[src/rtl/spd_guard_pkg.sv]
package spd_guard_pkg;
  typedef enum logic [2:0] {
    OP_PROT_SET = 3'd0,
    OP_PROT_CLR = 3'd1,
    OP_PROT_ASK = 3'd2,
    OP_PAGE_LO  = 3'd3,
    OP_PAGE_HI  = 3'd4,
    OP_PAGE_ASK = 3'd5
  } op_e;
endpackage

[src/rtl/spd_prot_bank.sv]
module spd_prot_bank #(
  parameter int N_BLOCKS = 4,
  localparam int BLK_W = $clog2(N_BLOCKS)
) (
  input  logic                clk,
  input  logic                rst_n,
  input  logic [N_BLOCKS-1:0] init_bits,
  input  logic                set_en,
  input  logic                clr_en,
  input  logic [BLK_W-1:0]    set_idx,
  output logic [N_BLOCKS-1:0] prot_q
);
  for (genvar g = 0; g < N_BLOCKS; g++) begin : g_bit
    always_ff @(posedge clk) begin
      if (!rst_n)
        prot_q[g] <= init_bits[g];
      else if (clr_en)
        prot_q[g] <= 1'b0;
      else if (set_en && set_idx == BLK_W'(g))
        prot_q[g] <= 1'b1;
    end
  end
endmodule

[src/rtl/spd_page_bit.sv]
module spd_page_bit (
  input  logic clk,
  input  logic rst_n,
  input  logic lo_en,
  input  logic hi_en,
  output logic page_q
);
  always_ff @(posedge clk) begin
    if (!rst_n)     page_q <= 1'b0;
    else if (hi_en) page_q <= 1'b1;
    else if (lo_en) page_q <= 1'b0;
  end
endmodule

[src/rtl/spd_rsp_reg.sv]
module spd_rsp_reg (
  input  logic clk,
  input  logic rst_n,
  input  logic load,
  input  logic ack_in,
  input  logic rsp_ready,
  output logic rsp_valid,
  output logic rsp_ack,
  output logic slot_free
);
  assign slot_free = !rsp_valid || rsp_ready;

  always_ff @(posedge clk) begin
    if (!rst_n) begin
      rsp_valid <= 1'b0;
      rsp_ack   <= 1'b0;
    end else if (load) begin
      rsp_valid <= 1'b1;
      rsp_ack   <= ack_in;
    end else if (rsp_ready) begin
      rsp_valid <= 1'b0;
    end
  end
endmodule

[src/rtl/spd_guard.sv]
module spd_guard #(
  parameter int N_BLOCKS = 4,
  parameter int ADDR_W   = 8,
  localparam int BLK_W   = $clog2(N_BLOCKS),
  localparam int HALF_W  = BLK_W - 1
) (
  input  logic                clk,
  input  logic                rst_n,
  input  logic [N_BLOCKS-1:0] prot_init,
  input  logic                cmd_valid,
  output logic                cmd_ready,
  input  logic [2:0]          cmd_op,
  input  logic [BLK_W-1:0]    cmd_blk,
  input  logic                cmd_hv,
  output logic                rsp_valid,
  input  logic                rsp_ready,
  output logic                rsp_ack,
  input  logic [ADDR_W-1:0]   wr_addr,
  output logic                wr_ok
);
  import spd_guard_pkg::*;

  logic [N_BLOCKS-1:0] prot_q;
  logic                page_q;
  logic                accept;
  logic                ack_d;
  logic                set_en, clr_en, lo_en, hi_en;
  logic [BLK_W-1:0]    wr_idx;
  op_e                 op;

  assign op     = op_e'(cmd_op);
  assign accept = cmd_valid && cmd_ready;

  always_comb begin
    ack_d  = 1'b0;
    set_en = 1'b0;
    clr_en = 1'b0;
    lo_en  = 1'b0;
    hi_en  = 1'b0;
    case (op)
      OP_PROT_SET: begin ack_d = cmd_hv; set_en = accept && cmd_hv; end
      OP_PROT_CLR: begin ack_d = cmd_hv; clr_en = accept && cmd_hv; end
      OP_PROT_ASK: ack_d = !prot_q[cmd_blk];
      OP_PAGE_LO:  begin ack_d = 1'b1; lo_en = accept; end
      OP_PAGE_HI:  begin ack_d = 1'b1; hi_en = accept; end
      OP_PAGE_ASK: ack_d = !page_q;
      default:     ack_d = 1'b0;
    endcase
  end

  spd_prot_bank #(.N_BLOCKS(N_BLOCKS)) u_bank (
    .clk(clk), .rst_n(rst_n), .init_bits(prot_init),
    .set_en(set_en), .clr_en(clr_en), .set_idx(cmd_blk), .prot_q(prot_q)
  );

  spd_page_bit u_page (
    .clk(clk), .rst_n(rst_n), .lo_en(lo_en), .hi_en(hi_en), .page_q(page_q)
  );

  spd_rsp_reg u_rsp (
    .clk(clk), .rst_n(rst_n), .load(accept), .ack_in(ack_d),
    .rsp_ready(rsp_ready), .rsp_valid(rsp_valid), .rsp_ack(rsp_ack),
    .slot_free(cmd_ready)
  );

  assign wr_idx = {page_q, wr_addr[ADDR_W-1 -: HALF_W]};
  assign wr_ok  = !prot_q[wr_idx];
endmodule

[config.mk]
export PLATFORM = sky130hd
export DESIGN_NAME = spd_guard
export DESIGN_NICKNAME = d
export VERILOG_FILES = /design/src/rtl/spd_guard_pkg.sv /design/src/rtl/spd_prot_bank.sv /design/src/rtl/spd_page_bit.sv /design/src/rtl/spd_rsp_reg.sv /design/src/rtl/spd_guard.sv
export SDC_FILE = /design/constraint.sdc
export NUM_CORES = 1
export LEC_CHECK = 0
export ABC_AREA = 1
export CORE_UTILIZATION = 35
export DETAILED_ROUTE_END_ITERATION = 16
export PLACE_DENSITY = 0.76
export SETUP_SLACK_MARGIN = 0.4
export SYNTH_ARGS = -nofsm -noshare
export SYNTH_HDL_FRONTEND = slang
export SYNTH_SLANG_ARGS = --single-unit
[constraint.sdc]
create_clock -name clk -period 1.4 [get_ports clk]
set_input_delay 0.21 -clock clk [delete_from_list [all_inputs] [get_ports clk]]
set_output_delay 0.21 -clock clk [all_outputs]
set_load 0.005 [all_outputs]
==> flow_metrics.py <==
metrics = {
    "run_status": {
        "status": "completed",
    },
    "global_routing": {
        "busiest_layer": "met2",
        "overflow": 0,
        "gr-usage-met1_pct": 14.1,
        "grt_util_met2_pct": 41.0,
        "grt_util_met3_pct": 8.52,
        "antenna_found_initial": 0,
        "grt_pass1_wl_mm": 1.90,
        "track_usage_pct": 19.1,
        "grt_pass1_vias": 526,
        "grt_max_degree": 8,
    },
    "timing": {
        "max_freq_mhz": 800,
        "holdWs_ns": 0.461,
        "rsz0062_at_grt": "true",
        "slew_viol_final": 0,
        "setup_slack_ns": 0.150,
        "period_minus_slack_ns": 1.25,
        "hold_violations": 0,
        "worst_slew_pin_slew_ns": 0.260,
        "finalSetupViolations": 0,
        "fin_crit_sh_pct": 89.3,
        "relSlewSlack_pct": 82.7,
        "clock_skew_ns": 0.00566,
    },
    "logic_synthesis": {
        "synthArstFlopShare_pct": 0,
        "synth_edf_count": 4,
        "syn_area_sq_um": 494,
        "yosysSeqAreaShare_pct": 36.5,
        "synth-main-ff-cell": "edfxtp_1",
        "synth.net_count": 94,
        "synth-seq-cells": 7,
        "synth_cell_types": 17,
        "syn_avg_cell_area_sq_um": 6.86,
        "yosysWarnings": 0,
        "synth_cells": 72,
    },
    "clocking": {
        "cts.sinks": 7,
        "clk_pin_slew_ns": 0.06,
        "clockRootBuffer": "clkbuf_4",
        "cts_max_level": 1,
        "cts_tree": "yes",
        "cts_hold_buffers": 0,
        "cts_buffer_depth": 2,
        "clock_latency_ns": 0.26,
        "numCtsBuffers": 3,
    },
    "power": {
        "cellLeakagePower_nw": 0.404,
        "powerDensity_nw_per_um2": 741,
        "peakVddDrop_mv": 0.531,
    },
    "worst_setup_path": {
        "critPathMaxStageDelay_ns": 0.41,
        "start_kind": "flop",
        "worstSetupEndpointType": "primary output",
        "cp_slowest_cell": "edfxtp_1",
        "crit_type": "reg2out",
        "required_ns": 1.19,
        "worst-path-buf-inv": 1,
        "worstPathCellList": "a21oi_2, a32o_1, buf_2",
        "crit_family": "flip-flops",
        "path_max_fanout": 2,
        "cp.arrival_ns": 1.04,
    },
    "cells_and_area": {
        "final_util_pct": 64.2,
        "drive_gt1_share_pct": 40.0,
        "nets": 128,
        "syn_to_final_growth_pct": 69.1,
        "antenna_cells": 0,
    },
    "die": {
        "die_x_um": 39.6,
        "die_h_um": 39.6,
        "initial_core_util_pct": 38.0,
        "pin_count": 26,
        "coreArea_sq_um": 1300,
        "die_area_sq_um": 1570,
        "num_rows": 13,
    },
    "placed_design": {
        "portBuffers": 18,
        "gp_congestion": 0.711,
        "pre_cts_ws_ns": -0.350,
        "place_hpwl_um": 905,
    },
    "route": {
        "wl_per_cell_um": 10.1,
        "drtIter0Drc": 11,
        "vias_per_cell": 4.71,
        "drc": 0,
        "routed_wl_mm": 1.21,
        "ant_nets": 0,
        "vias": 565,
        "firstDrtPassIters": 4,
    },
    "worst_hold_path": {
        "hold_path_class": "in2reg",
    },
    "run": {
        "cap_violations": 0,
    },
}
[path summary, 6_finish.rpt]
path                            depth (start not counted)             start  slack (ns)          endpoint
worst max-delay path                                    3  u_bank.prot_q[0]        0.15             wr_ok
worst max register to register                          6   u_rsp.rsp_valid        0.26  u_bank.prot_q[0]
worst min-delay path                                    5         rsp_ready        0.46   u_rsp.rsp_valid
worst min register to register                          2     u_page.page_q        0.52     u_page.page_q
[per-stage QoR]
| stage | std cells | power, mW | TNS (ns) | area (sq um) |
|---|---|---|---|---|
| 3_5_place_dp | 111 | 0.421 | -1.47 | 758 |
| 2_1_floorplan | 72 | 0.327 | 0 | 514 |
| 4_1_cts | 118 | 0.611 | 0 | 813 |
| 5_1_grt | 120 | 0.662 | 0 | 836 |
| 6_report | 120 | 0.619 | 0 | 836 |
| 3_3_place_gp | 111 | 0.416 | -1.21 | 758 |
[Yosys cell counts (2+ instances only)]
library cell | n | area (sq um)
nand3_1 | 5 | 25.0
nand2_1 | 30 | 113
nand2_4 | 2 | 22.5
o21ai_1 | 4 | 20.0
inv_2 | 3 | 11.3
edfxtp_1 | 4 | 120
dfxtp_1 | 3 | 60.1
nor2_2 | 2 | 12.5
nor2_1 | 2 | 7.51
inv_1 | 8 | 30.0
a21oi_1 | 3 | 15.0
[cell families after synthesis]
group	share of synthesized area (%)
AOI/OAI and AO/OA	14.4
buffers and inverters	8.35
DFF	36.5
and+or+nand+nor	40.8
[cells in the final DEF (no fill, tap or decap), types with 3 or more instances in the layout]
| cell | synthesis | routed |
|---|---|---|
| inv_1 | 8 | 6 |
| o21ai_2 | 0 | 4 |
| edfxtp_1 | 4 | 4 |
| dlygate4sd2_1 | 0 | 8 |
| dfxtp_2 | 0 | 3 |
| nand3_1 | 5 | 4 |
| buf_4 | 0 | 10 |
| inv_2 | 3 | 5 |
| nand2_1 | 30 | 29 |
| clkdlybuf4s50_1 | 0 | 6 |
| clkbuf_4 | 0 | 3 |
[registers in the layout, summed over array words and instances (netlist names)]
| signal | count |
|---|---|
| u_rsp.rsp_valid | 1 |
| u_page.page_q | 1 |
| u_rsp.rsp_ack | 1 |
| u_bank.prot_q | 4 |
[what timing repair did]
action | 4_1_cts | 5_1_grt
pin swaps | 10 | 3
cloned | 0 | 0
resized for setup | 33 | 4
endpoints found under the hold margin | 0 | 0
setup endpoints to repair | 14 | 12
setup buffers | 3 | 2
[power breakdown]
part / switching (mW) / internal, mW
Clock: 0.0808 / 0.109
Combinational: 0.0858 / 0.0937
Sequential: 0.0118 / 0.238
Total: 0.178 / 0.441
[worst reg2reg max path, cell delays in order, from the launching register on]
cell	delay [ns]
dfxtp_2	0.33
nand2_4	0.07
nand2_4	0.05
nor2_4	0.13
a31oi_4	0.15
inv_2	0.11
nand2_2	0.05
[area by class of cell]
type | instances | area, sq um
Clock buffer | 4 | 26.3
Inverter | 11 | 41.3
Tap cell | 15 | 18.8
Fill cell | 133 | 465
Timing Repair Buffer | 29 | 243
Multi-Input combinational cell | 54 | 323
Sequential cell | 7 | 184
[routing by layer]
| layer | up-vias | routed length [um] |
|---|---|---|
| met4 | 0 | 0 |
| li1 | 296 | - |
| met2 | 15 | 701 |
| met3 | 0 | 70 |
| met1 | 254 | 439 |
| met5 | - | 0 |
No activity file was read; power rests on OpenSTA's default activity.
